===== config.mk =====
export PLATFORM = sky130hd
export DESIGN_NAME = dma_chan_ctrl
export DESIGN_NICKNAME = d
export VERILOG_FILES = /design/src/rtl/dma_chan_pkg.sv /design/src/rtl/dma_chan_regs.sv /design/src/rtl/dma_chan_count.sv /design/src/rtl/dma_chan_gate.sv /design/src/rtl/dma_chan_ctrl.sv
export SDC_FILE = /design/constraint.sdc
export NUM_CORES = 1
export LEC_CHECK = 0
export ABC_CLOCK_PERIOD_IN_PS = 3200
export BUFFER_PORTS_ARGS = -buffer_cell sky130_fd_sc_hd__buf_2
export CAP_MARGIN = 20
export CORE_MARGIN = 3
export CORE_UTILIZATION = 54
export CTS_CLUSTER_SIZE = 12
export DETAILED_ROUTE_END_ITERATION = 16
export PLACE_DENSITY_LB_ADDON = 0.1
export RECOVER_POWER = 50
export SLEW_MARGIN = 30
export SYNTH_ARGS = -nofsm -noshare
export SYNTH_HDL_FRONTEND = slang
export SYNTH_HIERARCHICAL = 1
export SYNTH_SLANG_ARGS = --single-unit

===== constraint.sdc =====
create_clock -name clk_i -period 3.2 [get_ports clk_i]
set_input_delay 0.48 -clock clk_i [delete_from_list [all_inputs] [get_ports clk_i]]
set_output_delay 0.48 -clock clk_i [all_outputs]
set_load 0.005 [all_outputs]

===== src/rtl/dma_chan_pkg.sv =====
package dma_chan_pkg;
  localparam int unsigned ADDR_CTRL = 0;
  localparam int unsigned ADDR_CNT  = 1;
  localparam int unsigned BIT_EN    = 0;
  localparam int unsigned BIT_END   = 1;
  localparam int unsigned BIT_IE    = 2;
  localparam int unsigned BIT_MODE  = 3;

  typedef enum logic {
    MODE_AUTO = 1'b0,
    MODE_EXT  = 1'b1
  } req_mode_e;
endpackage


===== src/rtl/dma_chan_regs.sv =====
module dma_chan_regs
  import dma_chan_pkg::*;
#(
  parameter int unsigned DATA_W = 16
) (
  input  logic              clk_i,
  input  logic              rst_ni,
  input  logic              ctrl_we_i,
  input  logic              ctrl_re_i,
  input  logic [DATA_W-1:0] wdata_i,
  input  logic              tc_i,
  input  logic              addr_err_i,
  output logic              chan_en_o,
  output logic              end_flag_o,
  output logic              irq_en_o,
  output req_mode_e         mode_o
);
  logic en_q, end_q, ie_q, seen_q;
  req_mode_e mode_q;

  always_ff @(posedge clk_i or negedge rst_ni) begin
    if (!rst_ni) begin
      en_q   <= 1'b0;
      end_q  <= 1'b0;
      ie_q   <= 1'b0;
      seen_q <= 1'b0;
      mode_q <= MODE_AUTO;
    end else begin
      if (ctrl_we_i) begin
        en_q   <= wdata_i[BIT_EN];
        ie_q   <= wdata_i[BIT_IE];
        mode_q <= req_mode_e'(wdata_i[BIT_MODE]);
      end
      if (addr_err_i) en_q <= 1'b0;
      // read-as-1 arms the clear; a write consumes it
      if (ctrl_we_i) begin
        seen_q <= 1'b0;
        if (!wdata_i[BIT_END] && seen_q) end_q <= 1'b0;
      end else if (ctrl_re_i && end_q) begin
        seen_q <= 1'b1;
      end
      if (tc_i) end_q <= 1'b1;
    end
  end

  assign chan_en_o  = en_q;
  assign end_flag_o = end_q;
  assign irq_en_o   = ie_q;
  assign mode_o     = mode_q;

  AST_END_ONLY_ON_TC: assert property (@(posedge clk_i) disable iff (!rst_ni)
    $rose(end_q) |-> $past(tc_i));
  AST_END_CLEAR_RULE: assert property (@(posedge clk_i) disable iff (!rst_ni)
    $fell(end_q) |-> $past(ctrl_we_i && !wdata_i[BIT_END] && seen_q));
  AST_ADDR_ERR_DISABLES: assert property (@(posedge clk_i) disable iff (!rst_ni)
    addr_err_i |=> !en_q);
endmodule


===== src/rtl/dma_chan_count.sv =====
module dma_chan_count #(
  parameter int unsigned CNT_W = 16
) (
  input  logic             clk_i,
  input  logic             rst_ni,
  input  logic             load_i,
  input  logic [CNT_W-1:0] load_val_i,
  input  logic             beat_i,
  input  logic             active_i,
  output logic [CNT_W-1:0] cnt_o,
  output logic             nonzero_o,
  output logic             tc_o
);
  localparam logic [CNT_W-1:0] ONE = CNT_W'(1);
  logic [CNT_W-1:0] cnt_q;
  logic dec;

  assign dec = beat_i && active_i && !load_i;

  always_ff @(posedge clk_i or negedge rst_ni) begin
    if (!rst_ni)      cnt_q <= '0;
    else if (load_i)  cnt_q <= load_val_i;
    else if (dec)     cnt_q <= cnt_q - ONE;
  end

  assign cnt_o     = cnt_q;
  assign nonzero_o = |cnt_q;
  assign tc_o      = dec && (cnt_q == ONE);

  AST_CNT_DEC: assert property (@(posedge clk_i) disable iff (!rst_ni)
    (beat_i && active_i && !load_i) |=> cnt_q == $past(cnt_q) - ONE);
  AST_CNT_HOLD: assert property (@(posedge clk_i) disable iff (!rst_ni)
    (!active_i && !load_i) |=> $stable(cnt_q));
endmodule


===== src/rtl/dma_chan_gate.sv =====
module dma_chan_gate
  import dma_chan_pkg::*;
(
  input  logic      clk_i,
  input  logic      rst_ni,
  input  logic      chan_en_i,
  input  logic      end_flag_i,
  input  logic      master_en_i,
  input  logic      nmi_i,
  input  logic      addr_err_i,
  input  req_mode_e mode_i,
  input  logic      ext_req_i,
  input  logic      beat_i,
  input  logic      nonzero_i,
  output logic      active_o
);
  logic permit, pend_q, want;

  assign permit = chan_en_i && !end_flag_i && master_en_i && !nmi_i && !addr_err_i;
  assign want   = (mode_i == MODE_AUTO) ? 1'b1 : pend_q;
  assign active_o = permit && nonzero_i && want;

  always_ff @(posedge clk_i or negedge rst_ni) begin
    if (!rst_ni)                   pend_q <= 1'b0;
    else if (!permit)              pend_q <= 1'b0;
    else if (ext_req_i)            pend_q <= 1'b1;
    else if (beat_i && active_o)   pend_q <= 1'b0;
  end

  AST_ACTIVE_NEEDS_PERMIT: assert property (@(posedge clk_i) disable iff (!rst_ni)
    active_o |-> (chan_en_i && !end_flag_i));
  AST_ABORT_SAME_CYCLE: assert property (@(posedge clk_i) disable iff (!rst_ni)
    (!master_en_i || nmi_i) |-> !active_o);
endmodule


===== src/rtl/dma_chan_ctrl.sv =====
module dma_chan_ctrl
  import dma_chan_pkg::*;
#(
  parameter int unsigned ADDR_W = 2,
  parameter int unsigned DATA_W = 16,
  parameter int unsigned CNT_W  = 16
) (
  input  logic              clk_i,
  input  logic              rst_ni,
  input  logic              reg_we_i,
  input  logic              reg_re_i,
  input  logic [ADDR_W-1:0] reg_addr_i,
  input  logic [DATA_W-1:0] reg_wdata_i,
  output logic [DATA_W-1:0] reg_rdata_o,
  input  logic              master_en_i,
  input  logic              nmi_flag_i,
  input  logic              addr_err_i,
  input  logic              ext_req_i,
  input  logic              beat_done_i,
  output logic              xfer_active_o,
  output logic              irq_o
);
  logic sel_ctrl, sel_cnt;
  logic chan_en, end_flag, irq_en, nonzero, tc, active;
  req_mode_e mode;
  logic [CNT_W-1:0] cnt;

  assign sel_ctrl = (reg_addr_i == ADDR_W'(ADDR_CTRL));
  assign sel_cnt  = (reg_addr_i == ADDR_W'(ADDR_CNT));

  dma_chan_regs #(.DATA_W(DATA_W)) i_regs (
    .clk_i      (clk_i),
    .rst_ni     (rst_ni),
    .ctrl_we_i  (reg_we_i && sel_ctrl),
    .ctrl_re_i  (reg_re_i && sel_ctrl),
    .wdata_i    (reg_wdata_i),
    .tc_i       (tc),
    .addr_err_i (addr_err_i),
    .chan_en_o  (chan_en),
    .end_flag_o (end_flag),
    .irq_en_o   (irq_en),
    .mode_o     (mode)
  );

  dma_chan_count #(.CNT_W(CNT_W)) i_count (
    .clk_i      (clk_i),
    .rst_ni     (rst_ni),
    .load_i     (reg_we_i && sel_cnt),
    .load_val_i (reg_wdata_i[CNT_W-1:0]),
    .beat_i     (beat_done_i),
    .active_i   (active),
    .cnt_o      (cnt),
    .nonzero_o  (nonzero),
    .tc_o       (tc)
  );

  dma_chan_gate i_gate (
    .clk_i       (clk_i),
    .rst_ni      (rst_ni),
    .chan_en_i   (chan_en),
    .end_flag_i  (end_flag),
    .master_en_i (master_en_i),
    .nmi_i       (nmi_flag_i),
    .addr_err_i  (addr_err_i),
    .mode_i      (mode),
    .ext_req_i   (ext_req_i),
    .beat_i      (beat_done_i),
    .nonzero_i   (nonzero),
    .active_o    (active)
  );

  always_comb begin
    reg_rdata_o = '0;
    if (sel_ctrl) begin
      reg_rdata_o[BIT_EN]   = chan_en;
      reg_rdata_o[BIT_END]  = end_flag;
      reg_rdata_o[BIT_IE]   = irq_en;
      reg_rdata_o[BIT_MODE] = mode;
    end else if (sel_cnt) begin
      reg_rdata_o[CNT_W-1:0] = cnt;
    end
  end

  assign xfer_active_o = active;
  assign irq_o         = end_flag && irq_en;

  AST_IRQ_NEEDS_END: assert property (@(posedge clk_i) disable iff (!rst_ni)
    irq_o |-> end_flag);
  AST_IDLE_ON_END: assert property (@(posedge clk_i) disable iff (!rst_ni)
    end_flag |-> !xfer_active_o);
endmodule


==> results of run 1 <==
layout by cell type, fill, tap and decap left out, types with 2 or more instances in the layout:
cell type | synthesis | routed
clkbuf_1 | 4 | 6
clkbuf_4 | 0 | 3
mux2i_1 | 5 | 5
nor3b_1 | 2 | 2
a31oi_1 | 2 | 2
dfrtp_1 | 22 | 22
and2_1 | 15 | 15
mux2_2 | 2 | 2
nand4b_1 | 2 | 2
xnor2_1 | 3 | 3
o21ai_0 | 17 | 17
nand3_1 | 2 | 2
nor2_1 | 14 | 14
a21oi_1 | 2 | 2
buf_2 | 0 | 37
ha_1 | 2 | 2
nand2_1 | 18 | 18
nor3_1 | 2 | 2
nand4_1 | 5 | 5
xor2_1 | 10 | 10
inv_1 | 4 | 4
through the flow:
stage	setup slack (ns)	cell area (µm²)	hold WS [ns]	total power (W)	util (%)
finish	0.7054	1672	0.3583	0.0007439	71.44
global route	0.5530	1672	0.3473	0.0007860	71.44
CTS	0.6934	1679	0.1291	0.0007483	71.76
detailed placement	0.9067	1627	0.4638	0.0005303	69.52
floorplan	1.101	1401	0.1844	0.0004657	-
global placement	0.9994	1627	0.4524	0.0005225	69.52
layer usage:
metal | track usage [%] | wire, µm | vias to the layer above | share of wire, %
met5 | 0 | 0 | - | 0
met4 | 3.974 | 18 | 0 | 0.56
met3 | 2.941 | 184 | 2 | 5.8
met2 | 33.44 | 1521 | 40 | 48
met1 | 28.61 | 1467 | 570 | 46
li1 | - | - | 612 | -
cells in the mapped netlist:
cell        n  area (µm²)
a21boi_0    1       7.510
a21o_1      1       7.510
a21oi_1     2       10.01
a31oi_1     2       12.51
and2_1     15       93.84
and3_1      1       6.260
and4_1      1       8.760
and4b_1     1       10.01
and4bb_2    1       12.51
buf_6       2       22.52
clkbuf_1    4       15.01
dfrtp_1    22       550.5
ha_1        2       25.02
inv_1       4       15.01
mux2_2      2       22.52
mux2i_1     5       50.05
nand2_1    18       67.56
nand3_1     2       10.01
nand4_1     5       31.28
nand4_2     1       12.51
nand4b_1    2       17.52
nand4bb_1   1       11.26
nor2_1     14       52.55
nor2b_4     1       13.76
nor3_1      2       10.01
nor3b_1     2       15.01
nor4_1      1       6.260
nor4_2      1       12.51
nor4_4      1       21.27
nor4b_4     1       23.77
o2111a_1    1       11.26
o211a_1     1       10.01
o21ai_0    17       85.08
or3_1       1       6.260
xnor2_1     3       26.28
xor2_1     10       87.58
flip-flops by register name, indices dropped and copies added (netlist names):
| register | count |
|---|---|
| i_count/cnt_o | 16 |
| i_gate/pend_q | 1 |
| i_regs/chan_en_o | 1 |
| i_regs/end_flag_o | 1 |
| i_regs/irq_en_o | 1 |
| i_regs/mode_o | 1 |
| i_regs/seen_q | 1 |
power breakdown:
part / internal [W] / leakage, nW / switching (W) / total (W)
Clock: 0.000127 / 0.0279 / 0.0000916 / 0.000218
Sequential: 0.000316 / 0.277 / 0.0000505 / 0.000366
Combinational: 0.0000774 / 0.473 / 0.0000820 / 0.000159
cells by family (layout without fill, tap and decap cells):
| kind of cell | count (synthesis) | count (layout) |
|---|---|---|
| xor gates and xnor gates | 13 | 13 |
| muxes | 7 | 7 |
| buffers and inverters | 10 | 53 |
| AOI/OAI and AO/OA | 25 | 25 |
| and+or+nand+nor | 72 | 72 |
| adders and majority gates | 2 | 2 |
| DFF | 22 | 22 |
worst paths after layout:
path | startpoint | endpoint
max | i_count/cnt_o[9] | xfer_active_o
min | addr_err_i | i_regs/chan_en_o
max reg2reg | i_count/cnt_o[9] | i_count/cnt_o[9]
min reg2reg | i_regs/seen_q | i_regs/end_flag_o
max in group asynchronous | rst_ni | i_count/cnt_o[13]
min in group asynchronous | rst_ni | i_count/cnt_o[5]
cell type report:
type / instances / share of cell area (%)
multi-input combinational: 119 / 47.75
sequential: 22 / 32.93
timing repair buffer: 45 / 13.17
tap: 28 / 2.096
clock inverter: 1 / 1.796
clock buffer: 3 / 1.347
inverter: 4 / 0.8982
==> impl_metrics.py, run 1 <==
metrics = {
    "run_status": {
        "run_status": "finished, final reports clean",
    },
    "detailed_routing": {
        "wl_per_cell_um": 14.37,
        "via_per_inst": 5.514,
        "drc": 0,
        "drt-initial-drc-count": 55,
        "routed_wirelength_um": 3191,
        "vias": 1224,
        "antenna_left": 0,
        "firstDrtPassIters": 4,
    },
    "timing": {
        "grt_setup_unrepaired": "false",
        "fin_skew_ns": 0.004179,
        "finalSetupViolCount": 0,
        "final_max_slew_viol_count": 0,
        "finalHoldViolCount": 0,
        "period_needed_ns": 2.495,
        "worst_pin_slew_ns": 1.200,
        "setup-tns-final_ns": 0,
        "period_share_pct": 77.96,
        "fmax_mhz": 400.9,
        "relSlewSlack_pct": 19.99,
    },
    "global_route": {
        "grt_pass1_wl_um": 5333,
        "antenna_found_initial": 0,
        "grt_pass1_vias": 1130,
        "overflow": 0,
        "track_usage_pct": 20.29,
        "grt_max_degree": 32,
    },
    "logic_synthesis": {
        "yosysWarningCount": 6,
        "ys_ff_latch": 22,
        "synth_cells": 151,
        "syn_area_um2": 1401,
        "synthAdderAreaFrac_pct": 1.786,
        "synthSimpleGateAreaFrac_pct": 31.61,
        "synth-xor-area-share_pct": 8.125,
        "synth_compound_area_share_pct": 10.27,
        "synthMuxAreaShare_pct": 5.179,
        "synth_cell_types": 36,
        "yosysSeqAreaShare_pct": 39.29,
        "avgSynthCellArea_um2": 9.280,
        "synth_top_family_by_area": "simple AND/OR/NAND/NOR gates",
        "syn_nets": 180,
    },
    "cells_and_area": {
        "seq_area_um2": 550.5,
        "num_antenna_cells": 0,
        "fillers": 194,
        "multi_input_area_um2": 798.3,
        "final_nets": 224,
        "drive_above_1_share_pct": 26.29,
        "final-instance-count-excl-fill": 222,
        "area_delta_synth_final_pct": 19.29,
    },
    "placed_design": {
        "gp_congestion": 0.8717,
        "place.port_buffers": 44,
        "place_hpwl_um": 2361,
        "place_inst": 218,
    },
    "run": {
        "max_cap_viol_count": 0,
    },
    "critical_path": {
        "worstPathMaxFanout": 6,
        "worst_setup_path_start_kind": "flip-flop",
        "rrSetupSlack_ns": 0.86,
        "critPathKind": "flip-flop to output port",
        "critPathSlowestCell": "nor4_2",
        "cp-end-kind": "output port",
        "max_stage_delay_ns": 0.47,
        "crit_family": "simple AND/OR/NAND/NOR gates",
        "cp_data_arrival_time_ns": 2.01,
        "required_ns": 2.72,
        "worstSetupPathDepth": 6,
        "crit_buf_inv": 1,
        "path_cells": "nor4_2, nand4_2, nor2_1, nand2_1, o2111a_1, buf_2",
        "reg2reg_depth": 9,
    },
    "floorplan": {
        "pin_count": 45,
        "fp-row-count": 17,
        "dieArea_um2": 3242,
        "die_y_um": 56.94,
        "fp.dieW_um": 56.94,
        "core_area_um2": 2340,
        "initial_core_util_pct": 59.89,
    },
    "clock_network": {
        "cts_hold_buf": 0,
        "clk_pin_slew_ns": 0.14,
        "tritoncts": "yes",
        "cts-root-buf": "clkbuf_4",
        "post_cts_buffers": 0,
        "h-tree-depth": 1,
        "ctsResizeCount": 0,
        "cts.sinks": 22,
        "clk_latency_ns": 0.31,
        "cts-buffers-inserted": 3,
        "cts_max_path_buffers": 2,
    },
    "hold_path": {
        "whs_path_depth": 2,
        "hold_path_class": "primary input to flip-flop",
    },
    "pwr": {
        "peakVddDrop_uv": 356.3,
        "p_leak_nw": 0.7780,
        "pwr_density_cell_nw_per_um2": 445.0,
    },
}
Power figures use the tool's default switching activity.
==> run 2: changes to the inputs <==
--- a/config.mk
+++ b/config.mk
@@ -5,11 +5,12 @@
 export SDC_FILE = /design/constraint.sdc
 export NUM_CORES = 1
 export LEC_CHECK = 0
-export ABC_CLOCK_PERIOD_IN_PS = 3200
+export ABC_AREA = 1
+export ABC_CLOCK_PERIOD_IN_PS = 2500
 export BUFFER_PORTS_ARGS = -buffer_cell sky130_fd_sc_hd__buf_2
 export CAP_MARGIN = 20
 export CORE_MARGIN = 3
-export CORE_UTILIZATION = 54
+export CORE_UTILIZATION = 53
 export CTS_CLUSTER_SIZE = 12
 export DETAILED_ROUTE_END_ITERATION = 16
 export PLACE_DENSITY_LB_ADDON = 0.1
==> constraint.sdc (replaced) <==
create_clock -name clk_i -period 2.5 [get_ports clk_i]
set_input_delay 0.375 -clock clk_i [delete_from_list [all_inputs] [get_ports clk_i]]
set_output_delay 0.375 -clock clk_i [all_outputs]
set_load 0.005 [all_outputs]
==> run 2 against run 1 <==
Sequential share of layout area decreased by 5.2 points; clock skew increased by 0.0039 ns; routed wire length increased by 24%; final cell count increased by 62%; total power increased by 40%; area after synthesis increased by 23%; sequential power increased by 33%; synthesized cell count increased by 80%; core utilization decreased by 7.0 points; setup slack got worse by 0.41 ns; worst hold slack got worse by 0.081 ns; register-to-register slack got worse by 0.56 ns; critical endpoint is now i_regs/end_flag_o; highest routed layer unchanged.
==> impl_metrics.py, run 2 <==
metrics = {
    "critical_path": {
        "required_ns": 2.75,
        "worstPathMaxFanout": 16,
        "path_cells": "inv_1, ha_1, nand2_4, nor2_8, nand3_1, inv_1, nor3_1, nand2_1, nor2_4, nand4_1, nor2_1, inv_1, nand2_1",
        "cp_data_arrival_time_ns": 2.45,
        "critPathKind": "flip-flop to flip-flop",
        "cp-end-kind": "flip-flop",
        "max_stage_delay_ns": 0.42,
        "worst_setup_path_start_kind": "flip-flop",
        "critPathSlowestCell": "dfrtp_1",
        "critical_path.most_common_cell": "inv_1",
    },
    "clock_network": {
        "cts_hold_buf": 0,
        "cts.sinks": 22,
        "post_cts_buffers": 0,
        "clk_pin_slew_ns": 0.12,
        "ctsResizeCount": 0,
        "h-tree-depth": 1,
        "cts_max_path_buffers": 2,
        "cts-buffers-inserted": 3,
        "clk_latency_ns": 0.30,
        "cts-root-buf": "clkbuf_4",
        "tritoncts": "yes",
    },
    "timing": {
        "setup-tns-final_ns": 0,
        "relSlewSlack_pct": 20.27,
        "worst_pin_slew_ns": 1.196,
        "period_share_pct": 87.99,
        "fmax_mhz": 454.6,
        "finalHoldViolCount": 0,
        "finalSetupViolCount": 0,
        "final_max_slew_viol_count": 0,
        "fin_skew_ns": 0.008059,
        "grt_setup_unrepaired": "false",
        "period_needed_ns": 2.200,
        "layout_setup_ws_ns": 0.3003,
    },
    "detailed_routing": {
        "via_per_inst": 4.763,
        "top_layer_used": "met4",
        "wl_met2_um": 1841,
        "routed_wirelength_um": 3952,
        "vias": 1710,
        "firstDrtPassIters": 4,
        "antenna_left": 0,
        "drt-initial-drc-count": 58,
        "drc": 0,
        "met3_length_um": 217,
        "wl_met1_um": 1859,
        "wl_per_cell_um": 11.01,
    },
    "placed_design": {
        "place_hpwl_um": 3130,
        "gp_congestion": 0.8689,
        "pre_cts_slack_ns": 0.2903,
        "placedInstanceArea_um2": 1968,
        "place.port_buffers": 44,
    },
    "logic_synthesis": {
        "ys_ff_latch": 22,
        "ys.flop_type": "dfrtp_1",
        "avgSynthCellArea_um2": 6.353,
        "yosysWarningCount": 6,
        "synth_area_leaders": "dfrtp_1 (32%), nand2_1 (20%), inv_1 (9.6%), nor2_1 (8.5%), nand3_1 (7.0%)",
        "syn_area_um2": 1728,
        "yosysTopAreaCellShare_pct": 31.86,
        "yosysMostFrequentCell": "nand2_1",
        "syn_nets": 301,
        "yosys.area.top_type": "dfrtp_1",
        "synth_cells": 272,
        "ys_async_sr_fraction_pct": 100.0,
        "synth_cell_types": 28,
        "yosysSeqAreaShare_pct": 31.86,
        "synth-edff-count": 0,
        "synth_commonest_cells": "nand2_1 (91), inv_1 (44), nor2_1 (39)",
    },
    "cells_and_area": {
        "final_common_cell": "nand2_1",
        "finalCoreUtilization_pct": 64.47,
        "stdcell_area_um2": 1984,
        "largest_reg_flops": 16,
        "drive_above_1_share_pct": 19.68,
        "num_antenna_cells": 0,
        "layout_common_cells": "nand2_1 (92), inv_1 (44), buf_2 (40)",
        "final_nets": 346,
        "area_delta_synth_final_pct": 14.84,
    },
    "floorplan": {
        "fp.dieW_um": 63.10,
        "core_area_um2": 3078,
        "fp-row-count": 20,
        "die_y_um": 63.10,
        "dieArea_um2": 3982,
        "initial_core_util_pct": 56.14,
        "pin_count": 45,
    },
    "global_route": {
        "antenna_found_initial": 0,
        "grt_pass1_wl_um": 6727,
        "grt_pass1_vias": 1573,
        "track_usage_pct": 21.07,
        "grt_max_degree": 23,
        "overflow": 0,
    },
    "pwr": {
        "report.power.total_w": 0.001044,
        "peakVddDrop_uv": 301.0,
        "pwr_density_cell_nw_per_um2": 526.0,
        "p_leak_nw": 1.166,
    },
    "hold_path": {
        "hold_path_class": "primary input to asynchronous set/reset pin",
    },
    "run_status": {
        "run_status": "finished, final reports clean",
    },
    "run": {
        "max_cap_viol_count": 0,
    },
}
[run 2: changes by cell type in the layout (fill, tap and decap cells not counted), moves of 4 or more]
cell      change
mux2i_1       -5
clkinv_1      +4
nor2_1       +25
o21ai_0      -10
nor2_2        +4
inv_1        +40
and2_1       -15
xor2_1        -5
nand2_1      +74
nand3_1      +22
[run 2: cells by family (layout without fill, tap and decap cells)]
family | after synthesis | in the layout | synth area share, %
adders and majority gates | 2 | 2 | 1.448
xor gates and xnor gates | 7 | 7 | 3.983
DFF | 22 | 22 | 31.86
and+or+nand+nor | 172 | 172 | 44.68
AOI/OAI and AO/OA | 14 | 14 | 4.634
buffers and inverters | 55 | 98 | 13.40
[run 2: per-layer routing]
layer	global-route usage (%)	up-vias
li1	-	904
met1	27.70	752
met2	35.84	50
met3	3.030	4
met4	6.061	0
met5	0	-
[run 2: final timing paths]
path	startpoint	endpoint	slack [ns]	cells past startpoint
setup / recovery	i_count/cnt_o[0]	i_regs/end_flag_o	0.30	13
hold / removal	rst_ni	i_count/cnt_o[7]	0.28	1
setup reg to reg	i_count/cnt_o[0]	i_regs/end_flag_o	0.30	13
hold reg to reg	i_regs/seen_q	i_regs/seen_q	0.51	2
max in group asynchronous	rst_ni	i_count/cnt_o[1]	1.51	1
min in group clk_i	ext_req_i	i_gate/pend_q	0.28	3
[run 2: cell type report]
type | instances | area [µm²]
fill | 322 | 1094
multi-input combinational | 195 | 943.4
sequential | 22 | 550.5
clock buffer | 3 | 22.52
timing repair buffer | 45 | 224.0
tap | 44 | 55.05
inverter | 50 | 188.9
[run 2: critical path, delay by kind of cell, from the launching register on]
kind | cells | cell delay, ns
flops | 1 | 0.42
fa+ha+maj | 1 | 0.28
buf+inv | 3 | 0.21
simple gates | 9 | 1.22
[run 2: through the flow]
stage,std cells,hold WS [ns]
after global routing,359,0.2738
after global placement,356,0.3733
final,359,0.2775
after floorplan,272,0.07941
after detailed placement,356,0.3762
after CTS,359,0.02872
[run 2: where the power goes]
group	switching (W)	internal, W
sequential	0.0000775	0.000409
combinational	0.000243	0.000152
clock	0.000106	0.0000562
total	0.000427	0.000617
